<file path="src/rtl/irq_arbiter.sv">
module irq_arbiter #(
  parameter int NSRC       = 21,
  parameter int ADDR_W     = 16,
  parameter int VEC_STEP   = 2,
  parameter logic [NSRC-1:0] EVENT_MASK = 21'h0007FF
) (
  input  logic              clk,
  input  logic              rst_n,
  input  logic [NSRC-1:0]   src_in,
  input  logic              boundary,
  input  logic              ret,
  input  logic              reg_wr,
  input  logic [1:0]        reg_addr,
  input  logic [NSRC-1:0]   reg_wdata,
  output logic [NSRC-1:0]   reg_rdata,
  output logic              take,
  output logic              push_req,
  output logic [$clog2(NSRC+1)-1:0] take_src,
  output logic [ADDR_W-1:0] take_vec
);
  localparam int IDW = $clog2(NSRC+1);
  localparam logic [NSRC-1:0] EVT  = EVENT_MASK | NSRC'(1);
  localparam logic [NSRC-1:0] NMI  = NSRC'(1);

  logic [NSRC-1:0] ena_q, evt_q, cond_q, src_d;
  logic [NSRC-1:0] pend, elig, clr_mask, w1c;
  logic            gie_q, hold_q, hit, accept;
  logic [IDW-1:0]  win;

  assign pend = evt_q | cond_q;
  assign elig = pend & ((ena_q & {NSRC{gie_q & ~hold_q}}) | NMI);

  always_comb begin
    hit = 1'b0;
    win = '0;
    for (int i = NSRC-1; i >= 0; i--)
      if (elig[i]) begin
        hit = 1'b1;
        win = IDW'(i);
      end
  end

  assign accept   = boundary & hit;
  assign w1c      = (reg_wr && reg_addr == 2'd1) ? reg_wdata : '0;
  assign clr_mask = w1c | (accept ? (NSRC'(1) << win) : '0);

  always_ff @(posedge clk or negedge rst_n) begin
    if (!rst_n) begin
      src_d  <= '0;
      evt_q  <= '0;
      cond_q <= '0;
    end else begin
      src_d  <= src_in;
      evt_q  <= ((evt_q & ~clr_mask) | (src_in & ~src_d)) & EVT;
      cond_q <= src_in & ~EVT;
    end
  end

  always_ff @(posedge clk or negedge rst_n) begin
    if (!rst_n) ena_q <= '0;
    else if (reg_wr && reg_addr == 2'd0) ena_q <= reg_wdata;
  end

  always_ff @(posedge clk or negedge rst_n) begin
    if (!rst_n) gie_q <= 1'b0;
    else if (accept) gie_q <= 1'b0;
    else if (ret) gie_q <= 1'b1;
    else if (reg_wr && reg_addr == 2'd2) gie_q <= reg_wdata[0];
  end

  always_ff @(posedge clk or negedge rst_n) begin
    if (!rst_n) hold_q <= 1'b0;
    else if (ret) hold_q <= 1'b1;
    else if (boundary) hold_q <= 1'b0;
  end

  always_ff @(posedge clk or negedge rst_n) begin
    if (!rst_n) begin
      take     <= 1'b0;
      take_src <= '0;
      take_vec <= '0;
    end else begin
      take <= accept;
      if (accept) begin
        take_src <= win + IDW'(1);
        take_vec <= ADDR_W'(win) * ADDR_W'(VEC_STEP);
      end
    end
  end

  assign push_req = take;

  always_comb begin
    case (reg_addr)
      2'd0:    reg_rdata = ena_q;
      2'd1:    reg_rdata = pend;
      2'd2:    reg_rdata = NSRC'(gie_q);
      default: reg_rdata = '0;
    endcase
  end

  assert_at_boundary_R5: assert property (@(posedge clk) disable iff (!rst_n)
    take |-> $past(boundary));
  assert_gie_off_R5: assert property (@(posedge clk) disable iff (!rst_n)
    take |-> !gie_q);
  assert_hold_after_ret_R6: assert property (@(posedge clk) disable iff (!rst_n)
    (ret && !evt_q[0]) |=> !take);
  assert_reset_first_R1: assert property (@(posedge clk) disable iff (!rst_n)
    (boundary && evt_q[0]) |=> (take && take_src == IDW'(1)));
  assert_cond_follow_R9: assert property (@(posedge clk) disable iff (!rst_n)
    1'b1 |=> (cond_q == ($past(src_in) & ~EVT)));
endmodule

</file>
<file path="config.mk">
export PLATFORM = sky130hd
export DESIGN_NAME = irq_arbiter
export DESIGN_NICKNAME = d
export VERILOG_FILES = /design/src/rtl/irq_arbiter.sv
export SDC_FILE = /design/constraint.sdc
export NUM_CORES = 1
export LEC_CHECK = 0
export BUFFER_PORTS_ARGS = -buffer_cell sky130_fd_sc_hd__buf_4
export CAP_MARGIN = 20
export CORE_ASPECT_RATIO = 2
export CORE_UTILIZATION = 45
export DETAILED_ROUTE_END_ITERATION = 16
export GPL_TIMING_DRIVEN = 1
export PLACE_DENSITY = 0.7
export SYNTH_ARGS = -nofsm -noshare
export SYNTH_HDL_FRONTEND = slang
export SYNTH_SLANG_ARGS = --single-unit
</file>
<file path="constraint.sdc">
create_clock -name clk -period 2.6 [get_ports clk]
set_clock_uncertainty 0.1 [all_clocks]
set_input_delay 0.52 -clock clk [delete_from_list [all_inputs] [get_ports clk]]
set_output_delay 0.52 -clock clk [all_outputs]
set_load 0.01 [all_outputs]
</file>
## Word level (Yosys, flattened, before mapping)

Index checks and enable logic that the tools add are counted.

- Add/sub/neg operators: 1
- Equal/unequal tests: 2
- Shift operators: 1
- Mux-type cells: 50
- Bitwise operators: 12
- Reduce and logical (&&, ||, !) cells: 6

Operators with widths:

| cell | number |
|---|---|
| two-way mux 5 bit | 21 |
| one-hot mux 21 bit (3 select lines) | 1 |
| AND 21 bit | 2 |
| two-way mux 1 bit | 26 |
| AND 11 bit | 2 |
| two-way mux 11 bit | 2 |
| inverter 11 bit | 2 |
| OR 11 bit | 2 |
| OR 11 x 21 -> 21 bit | 1 |
| left shift 1 x 5 -> 11 bit (first input constant) | 1 |
| adder 5 x 1 -> 5 bit (second input constant) | 1 |
| logical AND 1 bit | 3 |
| nonzero test 3 bit | 1 |
| AND 1 bit | 2 |
| equality test 2 x 1 -> 1 bit (second input constant) | 1 |
| equality test 2 bit (second input constant) | 1 |
| zero test 2 bit | 1 |
| nonzero test 2 bit | 1 |
| inverter 1 bit | 1 |

- Flip-flop bits (word level): 66
- Input bits: 49

## Logic depth before layout (Yosys ltp)

- Word-level depth: 31
- Gate-level depth with buffers: 11

## Worst setup path after synthesis

OpenSTA, ideal clock, no wires.

- Path kind: reg-to-reg
- Start point: register evt_q[9]
- End point: register take_src[2]
- Data arrival time: 1.928 ns
- Required time: 2.375 ns
- Setup slack: 0.448 ns
- Cell stages (with the launch flop): 9
- Buffers on the path: 0
- Period minus slack after synthesis: 2.152 ns
- Cells stage by stage: dfrtp_1 > a22oi_2 > nand3_1 > o221a_2 > o22ai_1 > nand2_1 > a21oi_1 > ha_1 > mux2_2

- Word-level cells in the longest chain between the ends: 13
- Elaborated cells between the ends (all ways): 24
- Those cells by class: add/sub: 1; mux: 20; bitwise: 3

Ends and longest elaborated chain:

| item | line | source |
|---|---|---|
| start, declared | 25 | `logic [NSRC-1:0] ena_q, evt_q, cond_q, src_d;` |
| start signal, assigned | 54 | `evt_q <= ((evt_q & ~clr_mask) \| (src_in & ~src_d)) & EVT;` |
| OR 11 x 21 -> 21 bit (*) | 30 | `assign pend = evt_q \| cond_q;` |
| AND 21 bit (*) | 31 | `assign elig = pend & ((ena_q & {NSRC{gie_q & ~hold_q}}) \| NMI);` |
| two-way mux 5 bit or two-way mux 1 bit (tied branches) (10 in a row) | 37 | `if (elig[i]) begin` |
| adder 5 x 1 -> 5 bit or AND 1 bit (tied branches) | 85, 43 |  |
| end signal, assigned | 85 | `take_src <= win + IDW'(1);` |
| end, declared | 18 | `output logic [$clog2(NSRC+1)-1:0] take_src,` |

Mark *: on every way between the ends. The rest lies on a longest branch, timed or not.
A chain may end at the register's enable or synchronous reset.

## Final worst setup path

Ends and elaborated chain as after synthesis.

==> flow_summary.yaml <==
status:
  outcome: "finished clean"
finish:
  multi_input_comb_area_um2: 1550
  fillers: 666
  postLayoutCellArea_um2: 4290
  final_layout_size_suffix_gt1_share_pct: 34.6
  stdcell_count: 491
  area_growth_syn_to_layout_pct: 27.4
  diodes: 0
  final_util_pct: 59.0
  layout.nets: 448
  seq_area_um2: 1650
placed_design:
  dpl.cell_count: 477
  hpwl_mm: 6.43
  globalplace.congestion: 0.862
  io_buffer_count: 81
  post_dp_cell_area_um2: 4010
timing:
  hold_viol: 0
  tns_ps: 0
  finalCritPeriodShare_pct: 90.8
  max_freq_ghz: 0.423
  report.final.slew_viol_count: 0
  rsz0062_at_grt: "false"
  period_needed_ps: 2360
  worst_slew_pin_slew_ps: 818
  setup_viol: 0
  slew_headroom_pct: 45.5
routing:
  postRouteWirelength_mm: 8.51
  via_per_inst: 5.44
  vias: 2672
  drc: 0
  ant_nets: 0
  wl_per_cell_um: 17.3
  drt_iter0_drc: 173
  first_pass_iters: 4
synthesis:
  syn-cell-area_um2: 3360
  yosysUniqueCellTypes: 52
  yosys_warnings: 0
  synth_seq_cells: 66
  syn-mean-instance-area_um2: 10.7
  netlist_instances: 315
  async_flop_share_pct: 100
  synthTopCellsByArea: "dfrtp_1 (49%), mux2_2 (8.0%), mux2i_1 (6.2%), nand2_1 (4.9%), buf_4 (2.9%)"
  ys_seq_area_share_pct: 49.1
  synthFlopType: "dfrtp_1"
  synth_edf_count: 0
  yosysTopAreaCell: "dfrtp_1"
  synth_top_area_share_pct: 49.1
pwr:
  ir_drop_mv: 0.527
  p_per_area_nw_per_um2: 748
  cellLeakagePower_uw: 0.00203
  fin_total_pwr_uw: 3210
die:
  initial_utilization_pct: 46.3
  row_count: 44
  core_um2: 7270
  die_w_um: 63.1
  ios: 93
  fp.dieH_um: 124
  die_area_um2: 7850
clock_network:
  cts_root_buffer: "clkbuf_16"
  cts_buffers: 9
  cts_tree: "yes"
  hold_buffers: 0
  clockBufferDepth: 2
  htreeDepth: 3
  post-cts-setup-buffers: 0
  cts_resized: 0
  clk_latency_ps: 320
  clk_pin_slew_worst_paths_ps: 50
  cts.sinks: 66
worst_setup_path:
  critical_path_arrival_ps: 2470
  critPathMaxFanout: 5
  crit_path_start: "evt_q[9]$_DFF_PN0_"
  endpoint_kind: "flip-flop"
  cp.required_ps: 2710
  criticalPathCategory: "reg2reg"
  worstSetupStartpointType: "flip-flop"
  r2r_start: "evt_q[9]$_DFF_PN0_"
grt:
  grt_pass1_wl_mm: 13.8
  first_global_vias: 2817
  antenna_found_initial: 0
  grt-ovfl-total: 0
  track_usage_pct: 23.5
  grt_max_degree: 67
flow_run:
  max_cap_viol_count: 0
hold_path:
  hold_class: "in2async"
-- cell usage in the layout (no fill, tap or decap), drive strengths merged, types with 6 or more instances in the layout --
cell,Yosys,layout
nand2,44,44
clkbuf,10,12
conb,1,11
o21ai,9,9
nor2,26,26
mux2,25,25
nand3,9,9
inv,16,16
o22ai,6,6
mux2i,21,21
dfrtp,66,66
a21oi,9,9
a32o,6,6
a22oi,7,7
buf,14,84
-- area by class of cell --
class	count	share of cell area, %
Sequential cell	66	38.5
Multi-Input combinational cell	219	36.1
Timing Repair Buffer	84	14.7
Clock buffer	12	6.22
Tap cell	92	2.69
Inverter	16	1.46
Clock inverter	2	0.292
-- stage by stage --
| stage | hold WS [ps] | worst slack (ps) |
|---|---|---|
| 6_report | 196 | 239 |
| 5_1_grt | 188 | 126 |
| 4_1_cts | 189 | 242 |
| 3_5_place_dp | 315 | 264 |
| 3_3_place_gp | 305 | 337 |
| 2_1_floorplan | 124 | 448 |
-- registers in the layout, summed over array words and instances (netlist names) --
register / flops
gie_q: 1
take_src: 5
take_vec: 5
hold_q: 1
evt_q: 11
ena_q: 21
push_req: 1
cond_q: 10
src_d: 11
-- routing by layer --
| layer | GRT usage (%) | routed length [µm] | up-vias |
|---|---|---|---|
| li1 | - | - | 1255 |
| met1 | 23.5 | 3050 | 1307 |
| met2 | 43.2 | 4860 | 92 |
| met3 | 5.13 | 344 | 18 |
| met4 | 12.9 | 261 | 0 |
| met5 | 0 | 0 | - |
-- power breakdown --
part | internal (µW) | switching, µW | leakage [µW] | total, µW
registers | 1180 | 137 | 0.000770 | 1310
logic | 379 | 403 | 0.00113 | 781
clock network | 709 | 402 | 0.000137 | 1110
-- worst max-delay path, cell delays in order, from the launching register on --
cell and delay (ps):
dfrtp_1 410, a22oi_2 350, nand3_1 130, o221a_2 300, o22ai_1 160, nand2_1 150
a21oi_1 150, ha_1 240, mux2_2 260
-- cells by family after synthesis --
| family | count (synthesis) | synth area share [%] |
|---|---|---|
| DFF | 66 | 49.1 |
| AOI/OAI and AO/OA | 63 | 15.9 |
| and+or+nand+nor | 96 | 12.8 |
| adders and majority gates | 3 | 1.12 |
| buffers and inverters | 40 | 6.21 |
| muxes | 46 | 14.7 |
| other | 1 | 0.111 |
-- final timing paths --
check                                          endpoint  cells past startpoint  slack, ps
max in group asynchronous          ena_q[4]$_DFFE_PN0P_                      1       1670
worst max-delay path            take_src[2]$_DFFE_PN0P_                      8        240
worst min register to register       evt_q[3]$_DFF_PN0_                      1        320
worst max register to register  take_src[2]$_DFFE_PN0P_                      8        240
worst min-delay path               ena_q[3]$_DFFE_PN0P_                      1        200
min in group clk                   cond_q[13]$_DFF_PN0_                      1        200
-- synth_stat cells (all sizes together), types with 3 or more instances --
| master | number |
|---|---|
| a22oi | 7 |
| o21ai | 9 |
| nor2 | 26 |
| mux2 | 25 |
| dfrtp | 66 |
| buf | 14 |
| a21oi | 9 |
| a21o | 3 |
| nand2b | 3 |
| clkbuf | 10 |
| ha | 3 |
| a32o | 6 |
| inv | 16 |
| nand2 | 44 |
| o22ai | 6 |
| nand4 | 3 |
| nand3 | 9 |
| a211o | 3 |
| mux2i | 21 |
(Power assumes the default switching activity.)
